==> src/rtl/ir_rl_pkg.sv <==
package ir_rl_pkg;
    // Mode value that selects run-length capture.
    localparam logic [1:0] MODE_CIR = 2'b11;
    // Level meanings after the polarity stage.
    localparam logic LVL_PULSE = 1'b1;
    localparam logic LVL_SPACE = 1'b0;
endpackage

==> src/rtl/ir_rl_sync.sv <==
module ir_rl_sync #(
    parameter int STAGES = 2
) (
    input  logic clk,
    input  logic rst_n,
    input  logic din,
    output logic dout
);
    logic [STAGES-1:0] sh_d, sh_q;

    generate
        if (STAGES == 1) begin : g_one
            always_comb sh_d = din;
        end else begin : g_many
            always_comb sh_d = {sh_q[STAGES-2:0], din};
        end
    endgenerate

    always_ff @(posedge clk or negedge rst_n) begin
        if (!rst_n) sh_q <= '0;
        else        sh_q <= sh_d;
    end

    assign dout = sh_q[STAGES-1];
endmodule

==> src/rtl/ir_rl_filter.sv <==
module ir_rl_filter #(
    parameter int NTHR_W = 6
) (
    input  logic              clk,
    input  logic              rst_n,
    input  logic              run,
    input  logic              tick,
    input  logic              level_in,
    input  logic [NTHR_W-1:0] noise_thr,
    output logic              flt_o,
    output logic              stb_o
);
    localparam int PEND_W = NTHR_W + 1;

    typedef struct packed {
        logic              flt;
        logic [PEND_W-1:0] pend;
        logic              stb;
    } flt_t;

    flt_t q, d;
    logic [PEND_W-1:0] pend_inc;

    always_comb begin
        d        = q;
        d.stb    = 1'b0;
        pend_inc = q.pend + 1'b1;
        if (!run) begin
            d.flt  = 1'b0;
            d.pend = '0;
        end else if (tick) begin
            d.stb = 1'b1;
            if (level_in == q.flt) begin
                d.pend = '0;
            end else if (pend_inc > {1'b0, noise_thr}) begin
                d.flt  = level_in;
                d.pend = '0;
            end else begin
                d.pend = pend_inc;
            end
        end
    end

    always_ff @(posedge clk or negedge rst_n) begin
        if (!rst_n) q <= '0;
        else        q <= d;
    end

    assign flt_o = q.flt;
    assign stb_o = q.stb;
endmodule

==> src/rtl/ir_rl_runlen.sv <==
module ir_rl_runlen #(
    parameter int LEN_W  = 7,
    parameter int ITHR_W = 8
) (
    input  logic              clk,
    input  logic              rst_n,
    input  logic              run,
    input  logic              stb,
    input  logic              flt,
    input  logic [ITHR_W-1:0] idle_thr,
    output logic [LEN_W:0]    code,
    output logic              code_valid,
    output logic              pkt_end
);
    import ir_rl_pkg::*;

    localparam int ICNT_W = ITHR_W + 1;
    localparam logic [LEN_W-1:0] LEN_MAX = '1;

    typedef struct packed {
        logic              lvl;
        logic              idle;
        logic [LEN_W-1:0]  len;
        logic [ICNT_W-1:0] icnt;
        logic [LEN_W:0]    code;
        logic              valid;
        logic              pe;
    } rl_t;

    localparam rl_t RL_RESET = '{lvl: LVL_SPACE, idle: 1'b1, len: '0,
                                 icnt: '0, code: '0, valid: 1'b0, pe: 1'b0};

    rl_t q, d;
    logic [ICNT_W-1:0] icnt_inc;

    always_comb begin
        d        = q;
        d.valid  = 1'b0;
        d.pe     = 1'b0;
        icnt_inc = q.icnt + 1'b1;
        if (!run) begin
            d = RL_RESET;
        end else if (stb) begin
            if (q.idle) begin
                // Wait for the first active sample; idle is never reported.
                if (flt == LVL_PULSE) begin
                    d.idle = 1'b0;
                    d.lvl  = LVL_PULSE;
                    d.len  = '0;
                    d.icnt = '0;
                end
            end else if (flt != q.lvl) begin
                // Level change: report the finished run, start a new one.
                d.code  = {q.lvl, q.len};
                d.valid = 1'b1;
                d.lvl   = flt;
                d.len   = '0;
                d.icnt  = (flt == LVL_SPACE) ? ICNT_W'(1) : '0;
            end else if ((q.lvl == LVL_SPACE) && (icnt_inc > {1'b0, idle_thr})) begin
                // Idle long enough: close the packet, drop the trailing space.
                d.pe   = 1'b1;
                d.idle = 1'b1;
                d.lvl  = LVL_SPACE;
                d.len  = '0;
                d.icnt = '0;
            end else begin
                if (q.lvl == LVL_SPACE) d.icnt = icnt_inc;
                if (q.len == LEN_MAX) begin
                    d.code  = {q.lvl, LEN_MAX};
                    d.valid = 1'b1;
                    d.len   = '0;
                end else begin
                    d.len = q.len + 1'b1;
                end
            end
        end
    end

    always_ff @(posedge clk or negedge rst_n) begin
        if (!rst_n) q <= RL_RESET;
        else        q <= d;
    end

    assign code       = q.code;
    assign code_valid = q.valid;
    assign pkt_end    = q.pe;
endmodule

==> src/rtl/ir_rl_sampler.sv <==
module ir_rl_sampler #(
    parameter int NTHR_W      = 6,
    parameter int ITHR_W      = 8,
    parameter int LEN_W       = 7,
    parameter int SYNC_STAGES = 2
) (
    input  logic              clk,
    input  logic              rst_n,
    input  logic              sample_tick,
    input  logic              ir_in,
    input  logic              glob_en,
    input  logic              rx_en,
    input  logic [1:0]        mode,
    input  logic              invert,
    input  logic [NTHR_W-1:0] noise_thr,
    input  logic [ITHR_W-1:0] idle_thr,
    output logic [LEN_W:0]    code,
    output logic              code_valid,
    output logic              pkt_end
);
    import ir_rl_pkg::*;

    logic run;
    logic ir_sync;
    logic level;
    logic flt;
    logic flt_stb;

    assign run   = glob_en & rx_en & (mode == MODE_CIR);

    ir_rl_sync #(.STAGES(SYNC_STAGES)) u_sync (
        .clk   (clk),
        .rst_n (rst_n),
        .din   (ir_in),
        .dout  (ir_sync)
    );

    assign level = ir_sync ^ invert;

    ir_rl_filter #(.NTHR_W(NTHR_W)) u_filter (
        .clk       (clk),
        .rst_n     (rst_n),
        .run       (run),
        .tick      (sample_tick),
        .level_in  (level),
        .noise_thr (noise_thr),
        .flt_o     (flt),
        .stb_o     (flt_stb)
    );

    ir_rl_runlen #(.LEN_W(LEN_W), .ITHR_W(ITHR_W)) u_runlen (
        .clk        (clk),
        .rst_n      (rst_n),
        .run        (run),
        .stb        (flt_stb),
        .flt        (flt),
        .idle_thr   (idle_thr),
        .code       (code),
        .code_valid (code_valid),
        .pkt_end    (pkt_end)
    );
endmodule

==> config.mk <==
export PLATFORM = sky130hd
export DESIGN_NAME = ir_rl_sampler
export DESIGN_NICKNAME = d
export VERILOG_FILES = /design/src/rtl/ir_rl_pkg.sv /design/src/rtl/ir_rl_sync.sv /design/src/rtl/ir_rl_filter.sv /design/src/rtl/ir_rl_runlen.sv /design/src/rtl/ir_rl_sampler.sv
export SDC_FILE = /design/constraint.sdc
export NUM_CORES = 1
export LEC_CHECK = 0
export BUFFER_PORTS_ARGS = -buffer_cell sky130_fd_sc_hd__buf_4
export CAP_MARGIN = 20
export CELL_PAD_IN_SITES_DETAIL_PLACEMENT = 1
export CELL_PAD_IN_SITES_GLOBAL_PLACEMENT = 1
export CORE_MARGIN = 5
export CORE_UTILIZATION = 30
export CTS_CLUSTER_DIAMETER = 50
export CTS_CLUSTER_SIZE = 25
export DETAILED_ROUTE_END_ITERATION = 16
export PLACE_DENSITY = 0.64
export SYNTH_ARGS = -nofsm -noshare
export SYNTH_HDL_FRONTEND = slang
export SYNTH_SLANG_ARGS = --single-unit
==> constraint.sdc <==
create_clock -name clk -period 2.9 [get_ports clk]
set_input_delay 0.29 -clock clk [delete_from_list [all_inputs] [get_ports clk]]
set_output_delay 0.29 -clock clk [all_outputs]
set_load 0.03 [all_outputs]
==> results of run 1 <==
## registers in the layout, indices dropped and copies added, names as in the netlist
signal / flops
u_runlen.q: 18
u_runlen.code_valid: 1
u_runlen.pkt_end: 1
u_filter.q: 7
u_runlen.code: 8
u_filter.stb_o: 1
u_filter.flt_o: 1
u_sync.sh_q: 2
## kinds of logic (layout without fill, tap and decap cells)
| family | count (synthesis) | in the layout | share of synthesized area, % |
|---|---|---|---|
| simple gates | 89 | 89 | 19.63 |
| compound gates | 68 | 68 | 19.39 |
| flops | 39 | 39 | 38.63 |
| mux | 5 | 5 | 2.176 |
| xor+xnor | 12 | 12 | 4.154 |
| fa+ha+maj | 18 | 18 | 8.902 |
| buf+inv | 39 | 72 | 7.121 |
## cell usage after synthesis (2+ instances only)
cell	n	area [µm²]
a21o_1	8	60.06
a21oi_1	16	80.08
a21oi_2	2	17.52
a31oi_1	2	12.51
a32o_1	2	20.02
and2_1	4	25.02
and3_1	3	18.77
and4_1	2	17.52
buf_2	2	10.01
buf_4	8	60.06
dfrtp_1	38	950.9
ha_1	18	225.2
inv_1	26	97.59
mux2i_1	3	30.03
nand2_1	27	101.4
nand2b_1	9	56.30
nand3_1	12	60.06
nand4_1	4	25.02
nor2_1	12	45.04
nor2b_1	2	12.51
nor3_1	2	10.01
nor3b_1	2	15.01
o211ai_2	2	25.02
o21ai_0	19	95.09
o21bai_1	2	15.01
o22a_1	2	17.52
xnor2_1	7	61.31
xor2_1	5	43.79
## worst max-delay path: stages (launching register included)
cell and delay (ns):
dfrtp_1 0.41, ha_2 0.25, nand3_2 0.12, xnor2_1 0.17
ha_1 0.33, nand4_1 0.16, o22a_1 0.26, a31o_4 0.27
o21a_4 0.24, o21ai_4 0.24, a21oi_1 0.11
## how the worst min path moves through the flow
stage	to	slack (ns)	depth (start not counted)
floorplan	u_filter.flt_o	-0.006	0
global placement	u_runlen.code_valid	0.32	1
detailed placement	u_filter.q[6]	0.31	1
CTS	u_sync.sh_q[0]	0.1	1
global route	u_sync.sh_q[0]	0.08	1
finish	u_sync.sh_q[0]	0.11	1
## power breakdown
group          switching (mW)  total (mW)  internal [mW]
sequential            0.00125       0.546          0.545
combinational          0.0382      0.0718         0.0336
clock                   0.194       0.364          0.169
total                   0.234       0.982          0.748
## layer usage
layer  share of wire (%)  global-route usage [%]  wire length, µm  vias to the layer above
li1                    -                       -                -                      989
met1                  49                   16.88             2870                      983
met2                  46                   18.66             2692                       29
met3                 3.2                   2.048              184                        5
met4                0.98                   2.926               57                        0
met5                   0                       0                0                        -
## cell type report
type / count / area (µm²) / area share [%]
Inverter: 27 / 101.3 / 3.413
Sequential cell: 39 / 977.2 / 32.91
Tap cell: 105 / 131.4 / 4.425
Clock buffer: 7 / 76.32 / 2.571
Multi-Input combinational cell: 192 / 1398 / 47.07
Timing Repair Buffer: 37 / 280.3 / 9.440
Clock inverter: 1 / 5.005 / 0.1686
## timing repair
item / 4_1_cts / 5_1_grt
gates resized for setup: 0 / 5
setup buffers: 0 / 2
endpoints found under the hold margin: 12 / 0
hold buffers: 1 / 0
endpoints found under the setup margin: 0 / 25
## through the flow
stage                      TNS [ns]  util (%)  cell area, µm²
after global routing      -0.003444     36.14            2969
after CTS                         0     35.65            2929
final                             0     36.14            2969
after global placement            0     34.54            2838
after detailed placement          0     34.54            2838
after floorplan                   0         -            2530
==> results.json, run 1 <==
{
  "tightestPinTransition_ns": 0.5207,
  "gp_congestion": 0.7862,
  "crit_path_end": "u_runlen.code[4]",
  "hpwl_um": 4397,
  "r2r_cells": 10,
  "clock_sinks": 39,
  "drtIter0Drc": 26,
  "end_kind": "register",
  "clk_latency_ns": 0.29,
  "ff2ff_setup_slack_ns": 0.22,
  "netlist-cell-type-count": 57,
  "grt_max_degree": 40,
  "fp.dieH_um": 101.8,
  "synth.net_count": 311,
  "drive_above_1_share_pct": 22.11,
  "worstPathArrival_ns": 2.85,
  "fmax_mhz": 373.0,
  "cts_tree": "built",
  "yosysSeqAreaShare_pct": 38.63,
  "dp_cells": 397,
  "dr.pass1.iters": 4,
  "wl_per_cell_um": 14.23,
  "netlist_instances": 270,
  "hold_path.class": "input pin to register",
  "grt_pass1_wl_um": 9749,
  "dieArea_um2": 10370,
  "final_cell_mix": "38 x dfrtp_1, 36 x buf_4, 27 x nand2_1",
  "ys_ff_latch": 39,
  "cp_max_fo": 8,
  "final_hold_viol_count": 0,
  "synth_area_um2": 2530,
  "period_share_pct": 92.46,
  "boundaryPins": 33,
  "grt_pass1_vias": 2018,
  "rows": 33,
  "vdd_ir_drop_max_mv": 0.1696,
  "cts_root_buf": "clkbuf_8",
  "clock_path_buffers": 2,
  "synth_warnings": 0,
  "design_power_total_uw": 981.7,
  "antenna_found_initial": 0,
  "ant_nets": 0,
  "startpoint": "u_runlen.q[10]",
  "setup_viol": 0,
  "insertedDiodeCount": 0,
  "cts_htree_levels": 2,
  "instances_no_fill": 408,
  "cts_buffers": 5,
  "nets": 343,
  "r2r_start": "u_runlen.q[10]",
  "fill_cells": 979,
  "fin_ws_ns": 0.2188,
  "start_kind": "register",
  "drc_errors": 0,
  "holdWs_ns": 0.1071,
  "powerDensity_nw_per_um2": 330.6,
  "core_um2": 8217,
  "routed_wirelength_um": 5804,
  "synthFlopType": "dfrtp_1",
  "vias": 2006,
  "synth_area_per_cell_um2": 9.370,
  "timing.slew.headroom_pct": 65.28,
  "final_common_cell": "dfrtp_1",
  "layout_min_cycle_time_ns": 2.681,
  "outcome": "finished, final reports clean",
  "initial_core_util_pct": 30.79,
  "via_per_inst": 4.917,
  "post-place-ws_ns": 0.08785,
  "r2r-end": "u_runlen.code[4]",
  "synth-async-reset-ratio_pct": 100.0,
  "drv_cap": 0,
  "syn2layout_area_growth_pct": 17.36,
  "io_buffers": 32,
  "clk_pin_slew_ns": 0.08,
  "die_w_um": 101.8,
  "grt_use_total_pct": 11.82,
  "synth_edf_count": 0,
  "hp-start": "ir_in",
  "maxSlewViolCount": 0,
  "required_ns": 3.07,
  "grt_overflow": 0,
  "worstSetupPathType": "register to register",
  "p_leak_nw": 1.507,
  "fin_skew_ns": 0.006606
}
Note: power is estimated with default switching activity, not from simulation.
==> inputs of run 2 (changes only) <==
- PLACE_DENSITY: 0.64 -> 0.58
- clock period: 2.9 -> 3.4 ns (I/O delays scaled with it)
==> run 2 against run 1 <==
Against the previous run: worst setup slack improved by 0.27 ns; hold slack got worse by 0.095 ns; die area did not move; sequential cell count is the same; sequential share of layout area hardly changed; highest routed layer unchanged.
==> results.json, run 2 (synthesized netlist as in run 1, its figures left out) <==
{
  "outcome": "finished, final reports clean",
  "grt_use_total_pct": 11.70,
  "final_common_cell": "dfrtp_1",
  "cts_root_buf": "clkbuf_8",
  "grt_overflow": 0,
  "setup_viol": 0,
  "fin_ws_ns": 0.4937,
  "start_kind": "register",
  "rsz0062_at_grt": "false",
  "grt_pass1_vias": 2091,
  "antenna_found_initial": 0,
  "vias": 1951,
  "dieArea_um2": 10370,
  "final_hold_viol_count": 0,
  "multiInputGateArea_um2": 1373,
  "initial_core_util_pct": 30.79,
  "drc_errors": 0,
  "p_leak_nw": 1.483,
  "powerDensity_nw_per_um2": 333.7,
  "fp.dieH_um": 101.8,
  "wl_per_cell_um": 14.03,
  "via_per_inst": 4.829,
  "fill_cells": 947,
  "syn2layout_area_growth_pct": 17.26,
  "cp_max_fo": 5,
  "fin_util_pct": 36.10,
  "end_kind": "register",
  "gp_congestion": 0.7994,
  "post_cts.repair.setup_buffers": 0,
  "fmax_mhz": 344.1,
  "fin_skew_ns": 0.01316,
  "final_cell_mix": "38 x dfrtp_1, 33 x buf_4, 27 x nand2_1",
  "top_register": "u_runlen.q",
  "r2r_cells": 12,
  "clock_sinks": 39,
  "routed_wirelength_um": 5667,
  "required_ns": 3.62,
  "tightestPinTransition_ns": 0.5220,
  "grt_pass1_wl_um": 9722,
  "seqCellArea_um2": 977.2,
  "fin_setup_tns_ns": 0,
  "drv_cap": 0,
  "cts_buffers": 5,
  "clk_pin_slew_ns": 0.09,
  "hold_path.class": "input pin to asynchronous set/reset pin",
  "clock_path_buffers": 2,
  "timing.slew.headroom_pct": 65.20,
  "final_area_um2": 2967,
  "core_um2": 8217,
  "drive_above_1_share_pct": 20.74,
  "worstSetupPathType": "register to register",
  "period_share_pct": 85.48,
  "cts_resized": 0,
  "drtIter0Drc": 44,
  "rows": 33,
  "ant_nets": 0,
  "clk_latency_ns": 0.30,
  "largest_reg_flops": 18,
  "cts_hold_buf": 0,
  "placed_area_um2": 2830,
  "die_w_um": 101.8,
  "worstPathArrival_ns": 3.13,
  "dr.pass1.iters": 4,
  "boundaryPins": 33,
  "io_buffers": 32,
  "post-place-ws_ns": 0.4839,
  "grt_max_degree": 40,
  "cts_htree_levels": 2,
  "layout_min_cycle_time_ns": 2.906,
  "maxSlewViolCount": 0,
  "hpwl_um": 4412,
  "cts_tree": "built",
  "nets": 339,
  "insertedDiodeCount": 0,
  "vdd_ir_drop_max_mv": 0.2004
}
run 2: changes by cell type in the layout (fill, tap and decap cells not counted), sizes merged:
cell,previous run,this run
buf,36,33
bufinv,0,2
clkbuf,7,5
clkinv,1,0
clkinvlp,0,1
dlygate4sd3,1,0
run 2: critical path: stages (launching register included):
cell,delay [ns]
dfrtp_1,0.42
ha_1,0.26
nand3_2,0.13
inv_1,0.09
nand3_1,0.13
xnor2_1,0.16
ha_1,0.31
a21o_1,0.18
a21oi_2,0.17
o2bb2ai_1,0.26
o21ai_1,0.22
nor2_1,0.28
a32o_1,0.21
run 2: area by class of cell:
class,count,area share (%)
well taps,105,4.429
repair buffers,33,8.351
multi-input cells,192,46.27
inverters,27,3.416
clock buffers,5,2.320
clock inverters,3,2.278
flip-flops and latches,39,32.94
run 2: layer usage:
metal / routed length (µm) / GRT usage [%] / part of all wire, %
met1: 2640 / 14.94 / 47
met4: 63 / 2.725 / 1.1
met3: 180 / 2.594 / 3.2
met2: 2783 / 20.27 / 49
met5: 0 / 0 / 0
run 2: final timing paths:
check / from / slack, ns / endpoint
worst min register to register: u_sync.sh_q[0] / 0.36 / u_sync.sh_q[1]
max in group asynchronous: rst_n / 3.00 / u_runlen.q[26]
worst max register to register: u_runlen.q[10] / 0.49 / u_runlen.q[16]
worst min-delay path: rst_n / 0.01 / u_runlen.code[4]
worst max-delay path: u_runlen.q[10] / 0.49 / u_runlen.q[16]
min in group clk: ir_in / 0.15 / u_sync.sh_q[0]
run 2: stage by stage:
step	power [mW]	hold WS [ns]	cells
after floorplan	0.4987	0.04441	270
after global placement	0.5348	0.3352	396
after detailed placement	0.5361	0.3465	396
after CTS	1.012	0.02541	404
after global routing	1.033	0.04859	404
final	0.9898	0.01238	404
run 2: report_power, final:
group	internal (mW)	switching, mW	leakage [nW]
Sequential	0.465	0.000925	0.537
Combinational	0.0276	0.0316	0.882
Clock	0.293	0.172	0.0644
